### src/rtl/srm_pkg.sv
package srm_pkg;

    typedef enum logic [2:0] {
        PH_IDLE,
        PH_SETUP,
        PH_ACT,
        PH_HOLD,
        PH_REL,
        PH_GAP
    } phase_e;

    typedef enum logic [1:0] {
        OP_WR   = 2'b00,
        OP_RD   = 2'b01,
        OP_SYNC = 2'b10
    } op_e;

    function automatic int hold_cycles(input int hz);
        int c;
        c = (hz + 999_999) / 1_000_000;
        return (c < 1) ? 1 : c;
    endfunction

endpackage

### src/rtl/srm_bit_phy.sv
module srm_bit_phy
    import srm_pkg::*;
#(
    parameter int HOLD_CYC = 4,
    parameter int CNT_W    = 3
) (
    input  logic clk,
    input  logic rst_n,
    input  logic bit_start,
    input  logic bit_is_rd,
    input  logic bit_val,
    output logic bit_done,
    output logic bit_rx,
    output logic cs_n,
    output logic wr_n,
    output logic rd_n,
    output logic dq_o,
    output logic dq_oe,
    input  logic dq_i
);

    localparam logic [CNT_W-1:0] CNT_LOAD = CNT_W'(HOLD_CYC - 1);

    typedef struct packed {
        phase_e           ph;
        logic             is_rd;
        logic             val;
        logic [CNT_W-1:0] cnt;
        logic             rx;
    } phy_st_t;

    phy_st_t st_d, st_q;
    logic    fin_d;

    always_comb begin
        st_d  = st_q;
        fin_d = 1'b0;
        unique case (st_q.ph)
            PH_IDLE: begin
                if (bit_start) begin
                    st_d.ph    = PH_SETUP;
                    st_d.is_rd = bit_is_rd;
                    st_d.val   = bit_val;
                end
            end
            PH_SETUP: begin
                st_d.ph  = PH_ACT;
                st_d.cnt = CNT_LOAD;
            end
            PH_ACT: begin
                if (st_q.cnt == '0) begin
                    if (st_q.is_rd) begin
                        st_d.rx  = dq_i;
                        st_d.ph  = PH_HOLD;
                        st_d.cnt = CNT_LOAD;
                    end else begin
                        st_d.ph = PH_REL;
                    end
                end else begin
                    st_d.cnt = st_q.cnt - 1'b1;
                end
            end
            PH_HOLD: begin
                if (st_q.cnt == '0) st_d.ph = PH_REL;
                else                st_d.cnt = st_q.cnt - 1'b1;
            end
            PH_REL: begin
                st_d.ph  = PH_GAP;
                st_d.cnt = CNT_LOAD;
            end
            PH_GAP: begin
                if (st_q.cnt == '0) begin
                    st_d.ph = PH_IDLE;
                    fin_d   = 1'b1;
                end else begin
                    st_d.cnt = st_q.cnt - 1'b1;
                end
            end
            default: st_d.ph = PH_IDLE;
        endcase
    end

    always_ff @(posedge clk or negedge rst_n) begin
        if (!rst_n) begin
            st_q <= '{ph: PH_IDLE, is_rd: 1'b0, val: 1'b0, cnt: '0, rx: 1'b0};
        end else begin
            st_q <= st_d;
        end
    end

    assign bit_done = fin_d;
    assign bit_rx   = st_q.rx;
    assign cs_n     = !(st_q.ph inside {PH_ACT, PH_HOLD, PH_REL});
    assign wr_n     = !((st_q.ph == PH_ACT) && !st_q.is_rd);
    assign rd_n     = !((st_q.ph inside {PH_ACT, PH_HOLD}) && st_q.is_rd);
    assign dq_oe    = (st_q.ph != PH_IDLE) && !st_q.is_rd;
    assign dq_o     = dq_oe && st_q.val;

    // the two strobes never overlap
    p_strobe_excl_r4: assert property (@(posedge clk) disable iff (!rst_n)
        !(!wr_n && !rd_n));

    // a strobe is only ever low inside a chip-select pulse
    p_strobe_in_cs_r4: assert property (@(posedge clk) disable iff (!rst_n)
        (!wr_n || !rd_n) |-> !cs_n);

    // chip select rises only after both strobes were already high
    p_strobe_first_r4: assert property (@(posedge clk) disable iff (!rst_n)
        $rose(cs_n) |-> ($past(wr_n) && $past(rd_n)));

    // the line is released at least a cycle before the read strobe falls
    p_release_before_rd_r5: assert property (@(posedge clk) disable iff (!rst_n)
        $fell(rd_n) |-> !$past(dq_oe));

    // no drive while the read strobe is low
    p_no_drive_in_rd_r5: assert property (@(posedge clk) disable iff (!rst_n)
        !rd_n |-> !dq_oe);

endmodule

### src/rtl/srm_xfer_ctrl.sv
module srm_xfer_ctrl
    import srm_pkg::*;
#(
    parameter logic [15:0] CMD_MASK = 16'hC000
) (
    input  logic       clk,
    input  logic       rst_n,
    input  logic       req_valid,
    input  logic [1:0] req_op,
    input  logic [3:0] req_addr,
    input  logic [7:0] req_wdata,
    output logic       req_ready,
    output logic       done,
    output logic [7:0] rdata,
    output logic       bit_start,
    output logic       bit_is_rd,
    output logic       bit_val,
    input  logic       bit_done,
    input  logic       bit_rx
);

    localparam logic [3:0] LAST_CMD  = 4'd3;
    localparam logic [3:0] LAST_SYNC = 4'd7;
    localparam logic [3:0] LAST_FULL = 4'd11;

    typedef struct packed {
        logic       busy;
        logic [1:0] op;
        logic [3:0] addr;
        logic [7:0] wdata;
        logic [3:0] idx;
        logic [3:0] last;
        logic       issued;
        logic [7:0] shreg;
        logic       done;
    } ctl_st_t;

    ctl_st_t st_d, st_q;
    logic    addr_phase;
    logic    is_sync;
    logic    cur_rd;
    logic [3:0] data_idx;

    assign is_sync    = st_q.op[1];
    assign addr_phase = !is_sync && (st_q.idx < 4'd4);
    assign cur_rd     = !addr_phase && (st_q.op != OP_WR);
    assign data_idx   = st_q.idx - 4'd4;

    always_comb begin
        st_d      = st_q;
        st_d.done = 1'b0;
        if (!st_q.busy) begin
            if (req_valid) begin
                st_d.busy   = 1'b1;
                st_d.op     = req_op;
                st_d.addr   = req_addr;
                st_d.wdata  = req_wdata;
                st_d.idx    = '0;
                st_d.issued = 1'b0;
                if (req_op[1])                               st_d.last = LAST_SYNC;
                else if (req_op == OP_WR && CMD_MASK[req_addr]) st_d.last = LAST_CMD;
                else                                         st_d.last = LAST_FULL;
            end
        end else begin
            if (bit_start) st_d.issued = 1'b1;
            if (bit_done) begin
                st_d.issued = 1'b0;
                if (cur_rd && st_q.op == OP_RD) st_d.shreg = {bit_rx, st_q.shreg[7:1]};
                if (st_q.idx == st_q.last) begin
                    st_d.busy = 1'b0;
                    st_d.done = 1'b1;
                end else begin
                    st_d.idx = st_q.idx + 1'b1;
                end
            end
        end
    end

    always_ff @(posedge clk or negedge rst_n) begin
        if (!rst_n) st_q <= '0;
        else        st_q <= st_d;
    end

    assign bit_start = st_q.busy && !st_q.issued;
    assign bit_is_rd = cur_rd;
    assign bit_val   = addr_phase ? st_q.addr[st_q.idx[1:0]] : st_q.wdata[data_idx[2:0]];
    assign req_ready = !st_q.busy;
    assign done      = st_q.done;
    assign rdata     = st_q.shreg;

    // once a request is taken the engine reports busy
    p_busy_after_take_r8: assert property (@(posedge clk) disable iff (!rst_n)
        (req_valid && req_ready) |=> !req_ready);

    // completion is a single-cycle pulse
    p_done_single_r8: assert property (@(posedge clk) disable iff (!rst_n)
        done |=> !done);

    // completion always follows the end of a bit
    p_done_after_bit_r8: assert property (@(posedge clk) disable iff (!rst_n)
        done |-> $past(bit_done));

    // the bit index never runs past the request's length
    p_idx_bound_r3: assert property (@(posedge clk) disable iff (!rst_n)
        st_q.busy |-> (st_q.idx <= st_q.last));

endmodule

### src/rtl/serial_rtc_master.sv
module serial_rtc_master
    import srm_pkg::*;
#(
    parameter int          CLK_HZ   = 4_000_000,
    parameter logic [15:0] CMD_MASK = 16'hC000
) (
    input  logic       clk,
    input  logic       rst_n,
    input  logic       req_valid,
    input  logic [1:0] req_op,
    input  logic [3:0] req_addr,
    input  logic [7:0] req_wdata,
    output logic       req_ready,
    output logic       done,
    output logic [7:0] rdata,
    output logic       rtc_cs_n,
    output logic       rtc_wr_n,
    output logic       rtc_rd_n,
    output logic       rtc_dq_o,
    output logic       rtc_dq_oe,
    input  logic       rtc_dq_i
);

    localparam int HOLD_CYC = hold_cycles(CLK_HZ);
    localparam int CNT_W    = (HOLD_CYC > 1) ? $clog2(HOLD_CYC) : 1;

    logic bit_start, bit_is_rd, bit_val, bit_done, bit_rx;

    srm_xfer_ctrl #(.CMD_MASK(CMD_MASK)) u_ctrl (
        .clk       (clk),
        .rst_n     (rst_n),
        .req_valid (req_valid),
        .req_op    (req_op),
        .req_addr  (req_addr),
        .req_wdata (req_wdata),
        .req_ready (req_ready),
        .done      (done),
        .rdata     (rdata),
        .bit_start (bit_start),
        .bit_is_rd (bit_is_rd),
        .bit_val   (bit_val),
        .bit_done  (bit_done),
        .bit_rx    (bit_rx)
    );

    srm_bit_phy #(.HOLD_CYC(HOLD_CYC), .CNT_W(CNT_W)) u_phy (
        .clk       (clk),
        .rst_n     (rst_n),
        .bit_start (bit_start),
        .bit_is_rd (bit_is_rd),
        .bit_val   (bit_val),
        .bit_done  (bit_done),
        .bit_rx    (bit_rx),
        .cs_n      (rtc_cs_n),
        .wr_n      (rtc_wr_n),
        .rd_n      (rtc_rd_n),
        .dq_o      (rtc_dq_o),
        .dq_oe     (rtc_dq_oe),
        .dq_i      (rtc_dq_i)
    );

endmodule

### config.mk
export PLATFORM = sky130hd
export DESIGN_NAME = serial_rtc_master
export DESIGN_NICKNAME = d
export VERILOG_FILES = /design/src/rtl/srm_pkg.sv /design/src/rtl/srm_bit_phy.sv /design/src/rtl/srm_xfer_ctrl.sv /design/src/rtl/serial_rtc_master.sv
export SDC_FILE = /design/constraint.sdc
export NUM_CORES = 1
export LEC_CHECK = 0
export BUFFER_PORTS_ARGS = -buffer_cell sky130_fd_sc_hd__clkbuf_2
export CORE_UTILIZATION = 25
export CTS_BUF_LIST = sky130_fd_sc_hd__clkbuf_4 sky130_fd_sc_hd__clkbuf_8
export DETAILED_ROUTE_END_ITERATION = 12
export PLACE_DENSITY = 0.5
export SLEW_MARGIN = 25
export SYNTH_ARGS = -nofsm -noshare
export SYNTH_HDL_FRONTEND = slang
export SYNTH_HIERARCHICAL = 1
export SYNTH_SLANG_ARGS = --single-unit
### constraint.sdc
create_clock -name clk -period 3.7 [get_ports clk]
set_input_delay 0.74 -clock clk [delete_from_list [all_inputs] [get_ports clk]]
set_output_delay 0.74 -clock clk [all_outputs]
set_load 0.05 [all_outputs]
* Word level (Yosys, flattened, before mapping)
Memory sizes are Yosys's and may differ from the RTL's.
Cells that the tools add are included.
** Storage, ports and cells
- Register bits :: 41
- Bits in read-only memories :: 16
- Input port bits :: 18
- Output and inout port bits :: 15
- Word-level logic and storage cells :: 108
- Memories kept :: 1
** Memories
- (name not given) :: words 16, bits a word 1, read ports 1, clocked after memory_dff 0, write ports 0, RTL line srm_xfer_ctrl.sv:61 : else if (req_op == OP_WR && CMD_MASK[req_addr]) st_d.last = LAST_CMD;
** Operators by class
- Add/subtract/negate cells :: 3
- Order comparisons :: 4
- Equality and inequality tests :: 16
- Mux-type cells :: 33
- Bitwise logic cells :: 1
- Reductions and logical operators :: 36
** Operator list (number)
- $mux W24 :: 1
- $mux W4 :: 5
- $pmux W3 S6 :: 1
- $mux W3 :: 5
- $mux W1 :: 13
- $reduce_and A3 Y1 :: 4
- $mux W10 :: 1
- $logic_and A1 B1 Y1 :: 9
- $reduce_bool A3 Y1 :: 3
- $logic_not A1 Y1 :: 8
- $mux W8 :: 1
- $ne A2 B2 Y1 const B :: 4
- $eq A3 B2 Y1 const B :: 2
- $eq A3 B3 Y1 const B :: 2
- $ne A2 B1 Y1 const B :: 3
- $pmux W2 S3 :: 1
- $reduce_and A2 Y1 :: 3
- $reduce_bool A2 Y1 :: 3
- $lt A4 B5 Y1 const B :: 1
- $mux W5 :: 1
- $add A4 B1 Y4 const B :: 1
- $eq A4 B4 Y1 :: 1
- $logic_not A2 Y1 :: 2
- $lt A3 B4 Y1 const B :: 1
- 15 further kinds :: 17

* Longest topological paths before layout
- Depth in word-level cells :: 8
- Gate-level depth with buffers :: 7
- Mapped depth without buffers :: 6

* Cells and area by module
The synthesis kept the hierarchy.
** Modules (own cells, without submodules)
- srm_xfer_ctrl :: instances 1, cells each 138, area an instance 1467.7 µm², sequential area each 775.7 µm²
- srm_bit_phy :: instances 1, cells each 59, area an instance 535.5 µm², sequential area each 200.2 µm²

* Worst setup path before layout
OpenSTA, ideal clock, no wires.
- Kind :: register to output
- Start :: register u_phy/st_q[5] (netlist bit)
- End :: output rtc_dq_o
- Arrival time :: 1.777 ns
- Data required time :: 2.960 ns
- Setup slack :: 1.183 ns
- Cell stages (with the launch flop) :: 5
- Path buffers :: 1
- Cell sequence :: dfrtp_1 -> buf_2 -> nor3_4 -> nor2_1 -> and2_1
** Between the ends
- Word-level cells in the longest chain between the ends :: 3
** Ends and longest elaborated chain
- from (decl) :: RTL line srm_bit_phy.sv:32 : phy_st_t st_d, st_q;
- from (signal assigned) :: RTL line srm_bit_phy.sv:85 : st_q <= '{ph: PH_IDLE, is_rd: 1'b0, val: 1'b0, cnt: '0, rx: 1'b0};
- from (signal assigned) :: RTL line srm_bit_phy.sv:87 : st_q <= st_d;
- $reduce_bool A3 Y1 :: RTL line srm_bit_phy.sv:96 : assign dq_oe = (st_q.ph != PH_IDLE) && !st_q.is_rd;
- $logic_and A1 B1 Y1 :: RTL line srm_bit_phy.sv:96
- via rtc_dq_oe :: RTL line serial_rtc_master.sv:20 : output logic rtc_dq_oe,
- $logic_and A1 B1 Y1 :: RTL line srm_bit_phy.sv:97 : assign dq_o = dq_oe && st_q.val;
- to (decl) :: RTL line serial_rtc_master.sv:19 : output logic rtc_dq_o,
The timed path passes the listed nets, and every way through them passes these cells.

* Worst setup path in the final report
- Start :: register u_phy/st_q[7] (netlist bit)
- End :: output rtc_wr_n
** Between the ends
- Word-level cells in the longest chain between the ends :: 3
** Ends and longest elaborated chain
- $eq A3 B2 Y1 :: RTL line srm_bit_phy.sv:94 : assign wr_n = !((st_q.ph == PH_ACT) && !st_q.is_rd);
- $logic_and A1 B1 Y1 :: RTL line srm_bit_phy.sv:94
- $logic_not A1 Y1 :: RTL line srm_bit_phy.sv:94
- to (decl) :: RTL line serial_rtc_master.sv:17 : output logic rtc_wr_n,
Every way passes these cells.

==> summary.md <==
| Metric | Value |
|---|---|
| Most frequent cells in the layout | nand2_1, dfrtp_1, clkbuf_2 |
| Cell area after layout | 0.00229 mm^2 |
| Max Cap Violations | 0 |
| Outcome | finished, final reports clean |
| Sequential cell fraction of total power | 0.431 |
| Met1 wire length | 1770 um |
| Hpwl dp | 2550 um |
| Routed wl met3 | 145 um |
| Worst Path Required | 2.96 ns |
| Gate power share | 0.323 |
| CP Capture Type | output port |
| Setup Total Neg Slack | 0 ns |
| Crit path DAT | 1.60 ns |
| Aggregate global-route resource usage | 0.0945 |
| IO buf count | 32 |
| Number of global-route vias before repair | 1295 |
| Num CTS Buffers | 5 |
| Via-per-instance ratio | 4.34 |
| DP Area | 0.00217 mm^2 |
| Syn_nets | 218 |
| Synth-to-Final Area Change | 14.4% |
| Initial antenna violation count | 0 |
| Xor and xnor area share after synthesis | 0.0131 |
| Largest net degree at the start of global routing | 40 |
| Cells after Synth | 197 |
| Start point of the worst hold path | u_ctrl/st_q[25] |
| Switch share | 0.361 |
| Simple-gate area share of the yosys netlist | 0.205 |
| First-pass DRT Iterations | 4 |
| CTS tree | built |
| HP Class | reg -> reg |
| Critical Path Fanout Max | 11 |
| Routed via count | 1399 |
| Post-synthesis compound-gate area fraction | 0.0750 |
| Synth warn | 6 |
| Synth area leaders | dfrtp_1, nand2_1, mux2_2 |
| F_max | 427 MHz |
| Tcrit/Tclk final | 0.633 |
| Footprint of the multi-input gates | 891 um^2 |
| DR DRC count | 0 |
| Worst Clk Skew | 0.00337 ns |
| Largest family of logic cells by synthesized area | simple AND/OR/NAND/NOR gates |
| P_sw | 531 uW |
| Design Power | 1.47 mW |
| I/O pins | 33 |
| P_leak | 1.13 nW |
| #FFs+latches synth | 39 |
| Nets@finish | 240 |
| Die Ht | 91.5 um |
| Routed wire per std cell | 11.3 um |
| Hold buffers post-CTS | 0 |
| GPL Wtd Cong | 0.750 |
| Fillers | 814 |
| Fin. Hold Viols | 0 |
| Cell taking the most area after synthesis | dfrtp_1 |
| Post-synth EDFFs | 0 |
| Slew Limit Fails | 0 |
| Die area | 0.00838 mm^2 |
| GR Overflow Total | 0 |
| Worst r2r src | u_phy/st_q[1] |
| Crit path time final | 2.34 ns |
| Root Buffer | clkbuf_8 |
| First-pass GRT wire length | 6220 um |
| Mux contribution to synthesized area | 0.131 |
| Clk slew on worst S/H paths | 0.08 ns |
| Share of cells above drive strength 1 | 0.282 |
| Die X | 91.5 um |
| Sequential area share after synthesis | 0.487 |
| RSZ-0062 raised after global routing | false |
| Yosys top cell area share | 0.487 |
| CTS H-tree lvls | 2 |
| Antenna Violating Nets Remaining | 0 |
| Share of synthesized flip-flops with an asynchronous set or reset | 1.00 |
| Critical path origin | u_phy/st_q[7] |
| Post-Synth Adder-Cell Area | 0.0187 |
| Worst Tran Pin Value | 0.870 ns |
| Clk_lat worst skew | 0.28 ns |
| Ratio of total power to cell area | 643 mW/mm^2 |
| Clock power share | 0.246 |
| Rows | 32 |
| Max clock buf depth | 2 |
| CP Launch Type | register |
| Relative slew margins | 0.420 |
| Max layer used | met4 |
| Register area | 976 um^2 |
| Antenna Cells | 0 |
| Cts repair resizes | 0 |
| Mean Syn Cell Area | 10.2 um^2 |
| Metal2 WL | 1700 um |
| Synth Flop Type | dfrtp_1 |
| Internal Power | 942 uW |
| WL final | 3650 um |
| Peak supply drop | 0.220 mV |
| Most common cell after layout, fill and taps aside | nand2_1 |
| # Post-CTS Setup Buffers | 0 |
| Post-Syn Area | 0.00200 mm^2 |
| First DRT Iteration DRCs | 42 |
| Initial core utilization | 0.259 |
| Crit Path Category | reg -> out |
| CORE AREA | 0.00773 mm^2 |
| Clk sinks | 39 |
| Endpoints failing setup | 0 |
| Unique masters post-synth | 41 |
-- cell usage after synthesis, types with 2 or more instances --
cell type,instances
nand2_1,57
dfrtp_1,39
mux2_2,11
nor2_1,9
buf_4,8
a21oi_1,6
mux2i_1,6
o21ai_0,6
inv_1,4
buf_2,3
buf_6,3
ha_1,3
mux4_1,3
nor2b_1,3
xor2_1,3
and2b_1,2
clkbuf_1,2
nand2b_1,2
nand3_1,2
nor2_2,2
nor3_2,2
o22ai_1,2
-- state kept, by name (all words and copies together), names as in the netlist --
name and count:
u_ctrl/done 1, u_ctrl/rdata 8, u_ctrl/st_q 22, u_phy/bit_rx 1, u_phy/st_q 7
-- cells by family after synthesis --
| kind of cell | count (synthesis) |
|---|---|
| XOR/XNOR | 3 |
| flip-flops | 39 |
| multiplexers | 20 |
| AND/OR/NAND/NOR | 88 |
| adder cells (fa/ha/maj) | 3 |
| AO/OA/AOI/OAI | 22 |
| buffers and inverters | 22 |
-- power by group through the flow --
stage	clock (mW)	sequential, mW	combinational (mW)
finish	0.363	0.635	0.476
global route	0.396	0.654	0.525
CTS	0.382	0.637	0.479
detailed placement	0	0.645	0.476
global placement	0	0.642	0.474
floorplan	0	0.582	0.451
-- per-layer routing --
layer / track usage / vias up
met5: 0 / -
met4: 0.0317 / 0
met3: 0.0251 / 7
met2: 0.143 / 31
met1: 0.129 / 664
li1: - / 697
-- area by class of cell --
cell class	instances	area share
clock buffer	6	0.0360
inverter	5	0.00819
sequential	39	0.426
tap	102	0.0557
timing repair buffer	32	0.0699
multi-input combinational	136	0.389
clock inverter	2	0.0153
-- worst paths after layout --
kind                                   end  slack (ns)  cells past startpoint
setup reg to reg           u_ctrl/rdata[6]        1.50                      6
min in group asynchronous  u_ctrl/st_q[19]        0.57                      1
hold reg to reg            u_ctrl/st_q[25]        0.47                      2
setup / recovery                  rtc_wr_n        1.36                      4
hold / removal             u_ctrl/st_q[25]        0.47                      2
max in group asynchronous  u_ctrl/st_q[32]        2.58                      1
-- worst max-delay path: stages, from the launching register on --
cell and delay (ns):
dfrtp_1 0.52, inv_2 0.15, nand2_2 0.09, or3_1 0.32
clkbuf_2 0.24
-- stage by stage --
| stage | std cells | hold WS, ns | setup WS [ns] | utilization |
|---|---|---|---|---|
| floorplan | 197 | 0.437 | 1.18 | - |
| CTS | 322 | 0.480 | 1.34 | 0.296 |
| global placement | 314 | 0.454 | 1.53 | 0.281 |
| finish | 322 | 0.471 | 1.36 | 0.296 |
| detailed placement | 314 | 0.460 | 1.50 | 0.281 |
| global route | 322 | 0.497 | 1.24 | 0.296 |
Note: power is estimated with default switching activity, not from simulation.
